$ cat src/rtl/xlat_pkg.sv
package xlat_pkg;
  localparam int VA_W   = 64;
  localparam int IDX_W  = 11;
  localparam int PX_W   = 8;
  localparam int OFF_W  = 12;
  localparam int NLVL   = 5;
  localparam int EXC_W  = 8;

  typedef enum logic [2:0] {
    LV_PAGE = 3'd0, LV_SEG = 3'd1, LV_R3 = 3'd2, LV_R2 = 3'd3, LV_R1 = 3'd4
  } lvl_t;

  localparam logic [1:0] ACC_STORE = 2'd1;
  localparam logic [1:0] ACC_FETCH = 2'd2;

  localparam logic [EXC_W-1:0] EXC_NONE = 8'h00;
  localparam logic [EXC_W-1:0] EXC_PROT = 8'h04;
  localparam logic [EXC_W-1:0] EXC_ADDR = 8'h05;
  localparam logic [EXC_W-1:0] EXC_SEG  = 8'h10;
  localparam logic [EXC_W-1:0] EXC_PAGE = 8'h11;
  localparam logic [EXC_W-1:0] EXC_SPEC = 8'h12;
  localparam logic [EXC_W-1:0] EXC_TYPE = 8'h38;
  localparam logic [EXC_W-1:0] EXC_R1   = 8'h39;
  localparam logic [EXC_W-1:0] EXC_R2   = 8'h3A;
  localparam logic [EXC_W-1:0] EXC_R3   = 8'h3B;

  function automatic logic [EXC_W-1:0] lvl_exc(lvl_t l);
    case (l)
      LV_R1:   return EXC_R1;
      LV_R2:   return EXC_R2;
      LV_R3:   return EXC_R3;
      LV_SEG:  return EXC_SEG;
      default: return EXC_PAGE;
    endcase
  endfunction

  function automatic logic [1:0] tt_of(lvl_t l);
    case (l)
      LV_R1:   return 2'd3;
      LV_R2:   return 2'd2;
      LV_R3:   return 2'd1;
      default: return 2'd0;
    endcase
  endfunction
endpackage

$ cat src/rtl/xlat_field.sv
module xlat_field
  import xlat_pkg::*;
(
  input  logic [VA_W-1:0]                 laddr,
  output logic [NLVL-1:0][IDX_W-1:0]      idx
);
  assign idx[0] = {{(IDX_W-PX_W){1'b0}}, laddr[OFF_W +: PX_W]};
  for (genvar g = 1; g < NLVL; g++) begin : g_lvl
    assign idx[g] = laddr[OFF_W + PX_W + IDX_W*(g-1) +: IDX_W];
  end
endmodule

$ cat src/rtl/xlat_start.sv
module xlat_start
  import xlat_pkg::*;
(
  input  logic [VA_W-1:0]             asce,
  input  logic [NLVL-1:0][IDX_W-1:0]  idx,
  output lvl_t                        lvl,
  output logic                        fault,
  output logic [EXC_W-1:0]            exc,
  output logic [VA_W-1:0]             ptr
);
  logic high_set;
  logic [IDX_W-1:0] sidx;

  assign lvl  = lvl_t'({1'b0, asce[3:2]} + 3'd1);
  assign sidx = idx[lvl];

  always_comb begin
    high_set = 1'b0;
    for (int g = 1; g < NLVL; g++)
      if (g > int'(lvl) && idx[g] != '0) high_set = 1'b1;
  end

  always_comb begin
    fault = 1'b0;
    exc   = EXC_NONE;
    if (high_set) begin
      fault = 1'b1;
      exc   = EXC_TYPE;
    end else if (sidx[IDX_W-1 -: 2] > asce[1:0]) begin
      fault = 1'b1;
      exc   = lvl_exc(lvl);
    end
  end

  assign ptr = {asce[VA_W-1:OFF_W], {OFF_W{1'b0}}} + VA_W'({sidx, 3'b000});
endmodule

$ cat src/rtl/xlat_entry.sv
module xlat_entry
  import xlat_pkg::*;
(
  input  lvl_t                        lvl,
  input  logic [VA_W-1:0]             ent,
  input  logic [VA_W-1:0]             laddr,
  input  logic [NLVL-1:0][IDX_W-1:0]  idx,
  input  logic                        priv,
  input  logic                        large_seg,
  input  logic                        large_reg,
  input  logic                        xprot,
  output logic                        fault,
  output logic [EXC_W-1:0]            exc,
  output logic                        clr_wr,
  output logic                        clr_ex,
  output logic                        term,
  output logic [VA_W-1:0]             next_ptr,
  output logic [VA_W-1:0]             frame
);
  lvl_t nl;
  logic [IDX_W-1:0] nidx;
  logic [1:0] nlen;

  assign nl   = lvl_t'(lvl - 3'd1);
  assign nidx = idx[nl];
  assign nlen = nidx[IDX_W-1 -: 2];

  always_comb begin
    fault    = 1'b0;
    exc      = EXC_NONE;
    clr_wr   = 1'b0;
    clr_ex   = 1'b0;
    term     = 1'b0;
    next_ptr = '0;
    frame    = '0;
    case (lvl)
      LV_R1, LV_R2, LV_R3: begin
        if (ent[5]) begin
          fault = 1'b1; exc = lvl_exc(lvl);
        end else if (ent[3:2] != tt_of(lvl)) begin
          fault = 1'b1; exc = EXC_SPEC;
        end else if (lvl == LV_R3 && large_reg && ent[4] && priv) begin
          fault = 1'b1; exc = EXC_SPEC;
        end else begin
          clr_wr = large_seg & ent[9];
          if (lvl == LV_R3 && large_reg && ent[10]) begin
            term   = 1'b1;
            clr_ex = xprot & ent[8];
            frame  = {ent[VA_W-1:31], laddr[30:0]};
          end else if (nlen < ent[7:6] || nlen > ent[1:0]) begin
            fault = 1'b1; exc = lvl_exc(nl);
          end else begin
            next_ptr = {ent[VA_W-1:OFF_W], {OFF_W{1'b0}}} + VA_W'({nidx, 3'b000});
          end
        end
      end
      LV_SEG: begin
        if (ent[5]) begin
          fault = 1'b1; exc = EXC_SEG;
        end else if (ent[3:2] != 2'd0 || (ent[4] && priv)) begin
          fault = 1'b1; exc = EXC_SPEC;
        end else begin
          clr_wr = ent[9];
          if (large_seg && ent[10]) begin
            term   = 1'b1;
            clr_ex = xprot & ent[8];
            frame  = {ent[VA_W-1:20], laddr[19:0]};
          end else begin
            next_ptr = {ent[VA_W-1:11], 11'b0} + VA_W'({idx[0], 3'b000});
          end
        end
      end
      default: begin
        if (ent[10]) begin
          fault = 1'b1; exc = EXC_PAGE;
        end else if (ent[11]) begin
          fault = 1'b1; exc = EXC_SPEC;
        end else begin
          clr_wr = ent[9];
          clr_ex = xprot & ent[8];
          term   = 1'b1;
          frame  = {ent[VA_W-1:OFF_W], laddr[OFF_W-1:0]};
        end
      end
    endcase
  end
endmodule

$ cat src/rtl/xlat_walker.sv
module xlat_walker
  import xlat_pkg::*;
(
  input  logic              clk,
  input  logic              rst,
  input  logic              req_valid,
  output logic              req_ready,
  input  logic [63:0]       req_laddr,
  input  logic [1:0]        req_acc,
  input  logic [63:0]       req_asce,
  input  logic              cfg_large_seg,
  input  logic              cfg_large_reg,
  input  logic              cfg_xprot,
  output logic              mem_rd_valid,
  output logic [63:0]       mem_rd_addr,
  input  logic              mem_rsp_valid,
  input  logic [63:0]       mem_rsp_data,
  input  logic              mem_rsp_err,
  output logic              done_valid,
  output logic [7:0]        done_exc,
  output logic [63:0]       done_raddr,
  output logic              done_wr_ok,
  output logic              done_ex_ok
);
  typedef enum logic [1:0] {S_IDLE, S_REQ, S_WAIT} st_t;

  st_t st_q, st_d;
  lvl_t lvl_q, lvl_d;
  logic [VA_W-1:0] ptr_q, ptr_d, la_q, la_d;
  logic [1:0] acc_q, acc_d;
  logic priv_q, priv_d, wr_q, wr_d, ex_q, ex_d;
  logic l1_q, l1_d, l2_q, l2_d, xp_q, xp_d;

  logic fin, f_wr, f_ex, nwr, nex;
  logic [EXC_W-1:0] f_exc;
  logic [VA_W-1:0] f_addr;

  logic [NLVL-1:0][IDX_W-1:0] idx_in, idx_q;
  lvl_t st_lvl;
  logic st_fault;
  logic [EXC_W-1:0] st_exc;
  logic [VA_W-1:0] st_ptr;

  logic e_fault, e_clr_wr, e_clr_ex, e_term;
  logic [EXC_W-1:0] e_exc;
  logic [VA_W-1:0] e_next, e_frame;

  xlat_field u_fld_in (.laddr(req_laddr), .idx(idx_in));
  xlat_field u_fld_q  (.laddr(la_q),      .idx(idx_q));

  xlat_start u_start (
    .asce(req_asce), .idx(idx_in), .lvl(st_lvl),
    .fault(st_fault), .exc(st_exc), .ptr(st_ptr)
  );

  xlat_entry u_ent (
    .lvl(lvl_q), .ent(mem_rsp_data), .laddr(la_q), .idx(idx_q),
    .priv(priv_q), .large_seg(l1_q), .large_reg(l2_q), .xprot(xp_q),
    .fault(e_fault), .exc(e_exc), .clr_wr(e_clr_wr), .clr_ex(e_clr_ex),
    .term(e_term), .next_ptr(e_next), .frame(e_frame)
  );

  assign req_ready    = (st_q == S_IDLE);
  assign mem_rd_valid = (st_q == S_REQ);
  assign mem_rd_addr  = ptr_q;
  assign nwr          = wr_q & ~e_clr_wr;
  assign nex          = ex_q & ~e_clr_ex;

  always_comb begin
    st_d = st_q;  lvl_d = lvl_q; ptr_d = ptr_q; la_d = la_q;
    acc_d = acc_q; priv_d = priv_q; wr_d = wr_q; ex_d = ex_q;
    l1_d = l1_q; l2_d = l2_q; xp_d = xp_q;
    fin = 1'b0; f_exc = EXC_NONE; f_addr = '0; f_wr = 1'b0; f_ex = 1'b0;
    case (st_q)
      S_IDLE: if (req_valid) begin
        la_d = req_laddr; acc_d = req_acc; priv_d = req_asce[8];
        wr_d = 1'b1; ex_d = 1'b1;
        l1_d = cfg_large_seg; l2_d = cfg_large_reg; xp_d = cfg_xprot;
        if (req_asce[5]) begin
          fin = 1'b1; f_addr = req_laddr; f_wr = 1'b1; f_ex = 1'b1;
        end else if (st_fault) begin
          fin = 1'b1; f_exc = st_exc;
        end else begin
          lvl_d = st_lvl; ptr_d = st_ptr; st_d = S_REQ;
        end
      end
      S_REQ: st_d = S_WAIT;
      default: if (mem_rsp_valid) begin
        if (mem_rsp_err) begin
          fin = 1'b1; f_exc = EXC_ADDR;
        end else if (e_fault) begin
          fin = 1'b1; f_exc = e_exc;
        end else if (e_term) begin
          fin = 1'b1;
          if ((acc_q == ACC_STORE && !nwr) || (acc_q == ACC_FETCH && !nex))
            f_exc = EXC_PROT;
          else begin
            f_addr = e_frame; f_wr = nwr; f_ex = nex;
          end
        end else begin
          wr_d = nwr; ex_d = nex;
          lvl_d = lvl_t'(lvl_q - 3'd1); ptr_d = e_next; st_d = S_REQ;
        end
      end
    endcase
    if (fin) st_d = S_IDLE;
  end

  always_ff @(posedge clk) begin
    if (rst) begin
      st_q <= S_IDLE; lvl_q <= LV_PAGE; ptr_q <= '0; la_q <= '0;
      acc_q <= '0; priv_q <= 1'b0; wr_q <= 1'b0; ex_q <= 1'b0;
      l1_q <= 1'b0; l2_q <= 1'b0; xp_q <= 1'b0;
      done_valid <= 1'b0; done_exc <= EXC_NONE; done_raddr <= '0;
      done_wr_ok <= 1'b0; done_ex_ok <= 1'b0;
    end else begin
      st_q <= st_d; lvl_q <= lvl_d; ptr_q <= ptr_d; la_q <= la_d;
      acc_q <= acc_d; priv_q <= priv_d; wr_q <= wr_d; ex_q <= ex_d;
      l1_q <= l1_d; l2_q <= l2_d; xp_q <= xp_d;
      done_valid <= fin;
      if (fin) begin
        done_exc <= f_exc; done_raddr <= f_addr;
        done_wr_ok <= f_wr; done_ex_ok <= f_ex;
      end
    end
  end
endmodule

$ cat config.mk
export PLATFORM = sky130hd
export DESIGN_NAME = xlat_walker
export DESIGN_NICKNAME = d
export VERILOG_FILES = /design/src/rtl/xlat_pkg.sv /design/src/rtl/xlat_field.sv /design/src/rtl/xlat_start.sv /design/src/rtl/xlat_entry.sv /design/src/rtl/xlat_walker.sv
export SDC_FILE = /design/constraint.sdc
export NUM_CORES = 1
export LEC_CHECK = 0
export BUFFER_PORTS_ARGS = -buffer_cell sky130_fd_sc_hd__buf_2
export CAP_MARGIN = 15
export CORE_UTILIZATION = 48
export CTS_CLUSTER_DIAMETER = 200
export CTS_CLUSTER_SIZE = 12
export DETAILED_ROUTE_END_ITERATION = 7
export GPL_TIMING_DRIVEN = 0
export PLACE_DENSITY = 0.74
export SLEW_MARGIN = 15
export SYNTH_ARGS = -nofsm -noshare
export SYNTH_HDL_FRONTEND = slang
export SYNTH_HIERARCHICAL = 1
export SYNTH_SLANG_ARGS = --single-unit
$ cat constraint.sdc
create_clock -name clk -period 4.84 [get_ports clk]
set_input_delay 0.242 -clock clk [delete_from_list [all_inputs] [get_ports clk]]
set_output_delay 0.242 -clock clk [all_outputs]
set_load 0.02 [all_outputs]
-- Word-level counts from Yosys, hierarchy flattened
Index checks and enable logic that the tools add are counted.
- register bits: 216
- latch bits: 0
- bits in writable memories: 0
- ROM bits: 0
- input bits: 202
- memories kept: 0
- add/sub/neg operators: 5
- multiply operators: 0
- div/mod/pow operators: 0
- order comparisons: 9
- eq/ne operators: 25
- shift-type cells: 0
- mux-type cells: 159
- bitwise operators: 7
- reduce and logical (&&, ||, !) cells: 31
- operators by type and width (kind ; number):
    two-way mux 64 bit ; 31
    one-hot mux 64 bit (2 select lines) ; 4
    adder 64 x 14 -> 64 bit ; 2
    two-way mux 8 bit ; 15
    two-way mux 1 bit ; 68
    binary-select mux 11 bit (select 3 bit) ; 2
    adder 64 x 11 -> 64 bit ; 1
    one-hot mux 6 bit (4 select lines) ; 2
    nonzero test 11 bit ; 4
    one-hot mux 8 bit (2 select lines) ; 2
    two-way mux 3 bit ; 9
    two-way mux 11 bit ; 2
    == test 3 x 2 -> 1 bit (second input constant) ; 6
    two-way mux 2 bit ; 9
    one-hot mux 1 bit (2 select lines) ; 9
    one-hot mux 6 bit (3 select lines) ; 1
    logical AND 1 bit ; 12
    != test 2 bit (second input constant) ; 6
    two-way mux 5 bit ; 2
    == test 3 x 1 -> 1 bit (second input constant) ; 3
    == test 3 bit (second input constant) ; 3
    != test 3 bit (second input constant) ; 3
    < comparator 3 x 4 -> 1 bit (second input constant) ; 2
    AND reduction 8 bit ; 1
    25 further kinds ; 37

-- Logic depth before layout (Yosys ltp)
- word-level depth: 19
- gate-level depth with buffers: 25
- gate-level depth less buffers: 19

-- By module
Netlist, hierarchy kept.
- by module, submodules not included (module ; times used ; cells each ; area an instance (um^2) ; sequential area each (um^2)):
    xlat_walker ; 1 ; 1077 ; 9180.1 ; 4324.1
    xlat_entry ; 1 ; 671 ; 4460.5 ; 0.0
    xlat_start ; 1 ; 273 ; 1921.8 ; 0.0
    xlat_field ; 2 ; 56 ; 416.6 ; 0.0

-- Least setup slack after synthesis
OpenSTA, ideal clock, no wires.
- kind: register to register
- start point: reg lvl_q[0]
- end point: reg done_raddr[10]
- setup time: 117 ps
- data arrival time: 5063 ps
- required time: 4723 ps
- setup slack: -340 ps
- stages on the path, launching flop included: 26
- buffers on the path: 6
- cell sequence: dfxtp_1 buf_2 buf_1 inv_1 ha_1 ha_1 clkbuf_1 inv_1 and3_1 o21ai_0 o31ai_1 ha_1 nor2b_1 o21ai_0 o21ai_0 o21a_1 nor2_1 a31oi_1 nor3_2 o22ai_2 nand2b_1 buf_6 clkinv_4 buf_8 buf_6 a22o_1
- elaborated cells between the ends (all ways): 64
- RTL lines (element ; RTL line ; text):
    start, declared ; xlat_walker.sv:28 ; lvl_t lvl_q, lvl_d;
    start signal, assigned ; xlat_walker.sv:117 ; st_q <= st_d; lvl_q <= lvl_d; ptr_q <= ptr_d; la_q <= la_d;
    subtractor 3 x 1 -> 3 bit ; xlat_entry.sv:24 ; assign nl = lvl_t'(lvl - 3'd1);
    binary-select mux 11 bit (select 3 bit) ; xlat_entry.sv:25 ; assign nidx = idx[nl];
    two-way mux 11 bit (not written as such) ; xlat_entry.sv:25 ;
    < comparator 2 bit / greater-than comparator 2 bit (equally long branches) ; xlat_entry.sv:50 ; end else if (nlen < ent[7:6] || nlen > ent[1:0]) begin
    logical OR 1 bit ; xlat_entry.sv:50 ;
    two-way mux 1 bit ; xlat_entry.sv:50 ;
    two-way mux 1 bit ; xlat_entry.sv:46 ; if (lvl == LV_R3 && large_reg && ent[10]) begin
    two-way mux 1 bit ; xlat_entry.sv:42 ; end else if (lvl == LV_R3 && large_reg && ent[4] && priv) begin
    two-way mux 1 bit ; xlat_entry.sv:40 ; end else if (ent[3:2] != tt_of(lvl)) begin
    two-way mux 1 bit ; xlat_entry.sv:38 ; if (ent[5]) begin
    one-hot mux 1 bit (2 select lines) * ; xlat_entry.sv:36 ; case (lvl)
    via e_fault ; xlat_walker.sv:44 ; logic e_fault, e_clr_wr, e_clr_ex, e_term;
    two-way mux 64 bit / two-way mux 1 bit (equally long branches) ; xlat_walker.sv:91 ; end else if (e_fault) begin
    two-way mux 64 bit / two-way mux 1 bit (equally long branches) ; xlat_walker.sv:89 ; if (mem_rsp_err) begin
    two-way mux 64 bit / two-way mux 1 bit (equally long branches) ; xlat_walker.sv:88 ; default: if (mem_rsp_valid) begin
    one-hot mux 64 bit (2 select lines) / one-hot mux 1 bit (2 select lines) (equally long branches) ; xlat_walker.sv:74 ; case (st_q)
    end signal, assigned ; xlat_walker.sv:114 ; done_valid <= 1'b0; done_exc <= EXC_NONE; done_raddr <= '0;
    end signal, assigned ; xlat_walker.sv:122 ; done_exc <= f_exc; done_raddr <= f_addr;
    end, declared ; xlat_walker.sv:21 ; output logic [63:0] done_raddr,
Mark *: on every way through the listed nets, which the timed path passes. The rest lies on a longest branch. The select of a mux whose other input is x is not followed.
A chain may end at the register's enable or synchronous reset.

-- Worst setup path in the final report
- start point: reg lvl_q[0]
- end point: reg done_raddr[12]
- word-level cells in the longest chain between the ends: 19
- elaborated cells between the ends (all ways): 64
- RTL lines (element ; RTL line ; text):
    == test 3 x 2 -> 1 bit, or another cell as far along ; xlat_pkg.sv:38, xlat_entry.sv:36, xlat_entry.sv:42 ;
    one-hot mux 2 bit (3 select lines) / logical AND 1 bit (equally long branches) ; xlat_pkg.sv:38, xlat_entry.sv:42 ;
    two-way mux 2 bit / logical AND 1 bit (equally long branches) ; xlat_entry.sv:38, xlat_entry.sv:42 ;
    two-way mux 2 bit / logical AND 1 bit (equally long branches) ; xlat_entry.sv:36, xlat_entry.sv:42 ;
    != test 2 bit / two-way mux 1 bit (equally long branches) ; xlat_entry.sv:40, xlat_entry.sv:42 ;
    two-way mux 1 bit ; xlat_entry.sv:40 ;
    two-way mux 1 bit ; xlat_entry.sv:38 ;
    one-hot mux 1 bit (2 select lines) * ; xlat_entry.sv:36 ;
    via e_clr_wr ; xlat_walker.sv:44 ;
    [... 3 more ...] ; n/a ;
    logical AND 1 bit * ; xlat_walker.sv:95 ; if ((acc_q == ACC_STORE && !nwr) || (acc_q == ACC_FETCH && !nex))
    logical OR 1 bit * ; xlat_walker.sv:95 ;
    two-way mux 64 bit * ; xlat_walker.sv:95 ;
    two-way mux 64 bit * ; xlat_walker.sv:93 ; end else if (e_term) begin
    two-way mux 64 bit * ; xlat_walker.sv:91 ;
    two-way mux 64 bit * ; xlat_walker.sv:89 ;
    two-way mux 64 bit * ; xlat_walker.sv:88 ;
    one-hot mux 64 bit (2 select lines) * ; xlat_walker.sv:74 ;
Marked as above.

==> implementation parameters <==
Parameter                              Value

Outcome
  Status ... finished, violations left
  Violated checks ... negative setup slack

Detailed routing
  Number of search-and-repair iterations in the first detailed-routing pass ... 8
  DR iter-0 viols ... 2508
  Count of unresolved DRC violations after routing ... 0
  DR WL/cell ... 25.99 um
  Total number of vias ... 19550
  Wire length reported by the detailed router ... 78270 um
  Vias per std cell ... 6.492
  Post-route antenna net violation count ... 0

Run
  Number of max-cap violations ... 0

Placed design
  RD Place Congestion ... 1.041
  Cell total after placement ... 2915
  Post-DP HPWL ... 61480 um
  Port bufs ... 320

Setup path
  Critical path data required time ... 5.26 ns
  Cell with the largest stage delay on the worst path ... sky130_fd_sc_hd__buf_1
  Maximum single-stage delay on the critical path ... 0.43 ns
  Cell family with the largest share of critical-path delay ... buffers and inverters
  CP Max Fanout ... 10
  Setup CP Type ... reg -> reg
  Cell-by-cell trace of the critical path ... buf_8 > buf_12 > clkinvlp_4 > buf_4 > ha_1 > or3_4 > o21ai_2 > nor3b_4 > buf_4 > a21o_1 > a41oi_1 > nor2b_1 > nor2b_1 > o22ai_2 > clkbuf_2 > buf_1 > o2bb2ai_1 > a22o_1
  Worst Path Buf+Inv ... 7
  R2R setup slack ... -0.03 ns
  Data arrival time of the critical path ... 5.29 ns
  Critical Path Sink Type ... flip-flop
  Startpoint class of the critical path ... flip-flop

Floorplan
  Std-Cell Core Area ... 33530 um2
  Die ar. ... 34900 um2
  Boundary pin count ... 343
  Die outline height ... 186.8 um
  Cell row count ... 67
  Effective utilization at floorplan ... 0.4890
  Horizontal extent of the die ... 186.8 um

Timing
  Setup slack after layout ... -0.02753 ns
  Max-Slew Margin vs Limit ... 0.1151
  Time the worst path needs with I/O delays and setup ... 4.868 ns
  Top achievable clock speed ... 0.2054 GHz
  Setup violators final ... 1
  Worst hold-check slack ... 0.005307 ns
  Final worst path period share ... 1.006
  Slew @ Worst Pin ... 1.315 ns
  Final count of pins violating max slew ... 0
  Final setup skew ... 0.006606 ns
  Count of final hold-check violations ... 0

Logic synthesis
  Most used flip-flop cell after synthesis ... sky130_fd_sc_hd__dfxtp_1
  Post-synthesis instance total ... 2133
  Syn Std Cell Area ... 16400 um2
  Leading post-synthesis cells by cell area ... sky130_fd_sc_hd__dfxtp_1 (26%), sky130_fd_sc_hd__nand2_1 (7.7%), sky130_fd_sc_hd__buf_4 (6.2%)
  Dominant cell by count in the synthesized netlist ... sky130_fd_sc_hd__nand2_1
  Number of warnings printed during yosys synthesis ... 6
  Commonest cells post-synth ... sky130_fd_sc_hd__nand2_1 (337), sky130_fd_sc_hd__dfxtp_1 (216), sky130_fd_sc_hd__a21oi_1 (184)
  Mean Syn Cell Area ... 7.687 um2
  Area share of the largest cell type after synthesis ... 0.2637
  Area leader, netlist ... sky130_fd_sc_hd__dfxtp_1
  Fraction of registers with async set or reset after synthesis ... 0
  Number of enable-type register cells in the synthesized netlist ... 0
  Part of the Yosys area used for sequential elements ... 0.2637
  Synthesis-stage register bit count ... 216
  Post-synth cell types ... 91

Global route
  Global-route wire length before repair ... 112600 um
  Vias in the first global route ... 17830
  Number of antenna violations at the first check in global routing ... 2
  Maximum number of pins on one net before global-route repair ... 15
  GR Util All Layers ... 0.4269
  Overflow left after global routing ... 0

Finish
  Layout filler cell count ... 3186
  Post-layout util ... 0.6010
  Non-filler cells in the finished layout ... 3012
  Final Net Count ... 2796
  Layout cells sized above 1 ... 0.2634
  P&R area growth vs syn ... 22.91%

Clock network
  Clock buffers created by TritonCTS ... 21
  Buffers from clock root to sink, at most ... 3
  Clock latency on the worst-skew pair ... 0.53 ns
  TritonCTS clock tree ... done
  Depth of the CTS H-tree ... 1
  CTS sink cnt ... 216
  Clock slew at reported path FFs ... 0.06 ns
  Buffer type at the clock tree root ... sky130_fd_sc_hd__clkbuf_16

Power
  Leakage power of the design ... 8.435 nW
  Areal power density over the cells ... 219.6 nW/um2
  Max VDD drop ... 0.2919 mV
  Total power of the final layout ... 4.425 mW

Hold path
  Hold crit path type ... in -> reg
==> routing by layer <==
metal,GRT usage,share of wire,vias up
met3,0.08349,0.12,238
met4,0.1762,0.048,2
li1,-,-,8655
met1,0.6032,0.42,9283
met2,0.6323,0.42,1376
met5,0,0.00017,-
==> flip-flops by register name, summed over array words and instances, names as in the netlist, 2 cells and up <==
register     count
st_q             2
la_q            64
mem_rd_addr     64
lvl_q            3
done_exc         8
acc_q            2
done_raddr      64
==> tightest hold or removal path, delay by kind of cell <==
family	cells	cell delay, ns
compound gates	1	0.05
buf+inv	1	0.13
simple gates	1	0.06
==> worst paths after layout <==
kind / start / to / cells past startpoint
worst min register to register: la_q[11]$_SDFFE_PP0P_ / la_q[11]$_SDFFE_PP0P_ / 2
worst max register to register: lvl_q[0]$_SDFFE_PP0P_ / done_raddr[12]$_SDFFE_PP0P_ / 18
worst min-delay path: req_laddr[44] / la_q[44]$_SDFFE_PP0P_ / 3
worst max-delay path: lvl_q[0]$_SDFFE_PP0P_ / done_raddr[12]$_SDFFE_PP0P_ / 18
==> placed cells by master (no fill, tap or decap), drive strengths merged, types with 7 or more instances in the layout <==
| master | count |
|---|---|
| a21o | 9 |
| a21oi | 184 |
| a22o | 100 |
| a22oi | 20 |
| a311oi | 68 |
| a31oi | 18 |
| and2 | 57 |
| and3 | 31 |
| and4 | 13 |
| buf | 554 |
| clkbuf | 122 |
| conb | 18 |
| dfxtp | 216 |
| dlygate4sd3 | 42 |
| ha | 26 |
| inv | 37 |
| mux2i | 30 |
| mux4 | 10 |
| nand2 | 337 |
| nand2b | 8 |
| nand3 | 63 |
| nand4 | 113 |
| nor2 | 81 |
| nor2b | 8 |
| nor3 | 46 |
| nor4 | 29 |
| o21a | 7 |
| o21ai | 48 |
| o22ai | 17 |
| o2bb2ai | 80 |
| or2 | 9 |
| xnor2 | 42 |
| xor2 | 18 |
==> logic make-up (layout without fill, tap and decap cells) <==
kind of cell / count (synthesis) / in the layout / synth area share
AO/OA/AOI/OAI: 618 / 618 / 0.2702
XOR/XNOR: 60 / 60 / 0.03251
adder cells (fa/ha/maj): 29 / 29 / 0.02350
buffers and inverters: 341 / 757 / 0.1163
flip-flops: 216 / 216 / 0.2637
multiplexers: 42 / 42 / 0.03343
other: 4 / 19 / 0.0009155
AND/OR/NAND/NOR: 823 / 823 / 0.2594
==> what timing repair did <==
| item | 4_1_cts | 5_1_grt |
|---|---|---|
| resized for setup | 56 | 43 |
| hold buffers | 42 | 0 |
| hold endpoints to repair | 42 | 0 |
| gates cloned | 0 | 0 |
| setup buffers | 9 | 27 |
| pin swaps | 4 | 14 |
| setup endpoints to repair | 145 | 137 |
==> through the flow <==
step	worst slack, ns	cell area, um2	setup TNS [ns]
2_1_floorplan	0.05671	16450	0
3_3_place_gp	-1.641	18610	-200.93
3_5_place_dp	-1.706	18610	-210.83
4_1_cts	0.004156	19830	0
5_1_grt	-0.03969	20150	-0.9750
6_report	-0.02753	20150	-0.02753
==> area by class of cell <==
| cell class | count | area, um2 | share of cell area |
|---|---|---|---|
| diodes | 1 | 2.502 | 0.0001242 |
| plain buffers | 299 | 1851 | 0.09183 |
| clock buffers | 21 | 525.5 | 0.02608 |
| inverters | 39 | 161.4 | 0.008009 |
| multi-input cells | 1590 | 10430 | 0.5176 |
| flip-flops and latches | 216 | 4328 | 0.2148 |
| well taps | 448 | 560.5 | 0.02782 |
| repair buffers | 398 | 2292 | 0.1137 |
==> where the power goes <==
part | switching, mW | internal [mW] | total, mW | leakage, nW
registers | 0.0409 | 1.84 | 1.88 | 1.76
logic | 0.659 | 0.395 | 1.05 | 6.42
clock network | 0.726 | 0.763 | 1.49 | 0.259
total | 1.43 | 3.00 | 4.42 | 8.44
Note: power is estimated with default switching activity, not from simulation.
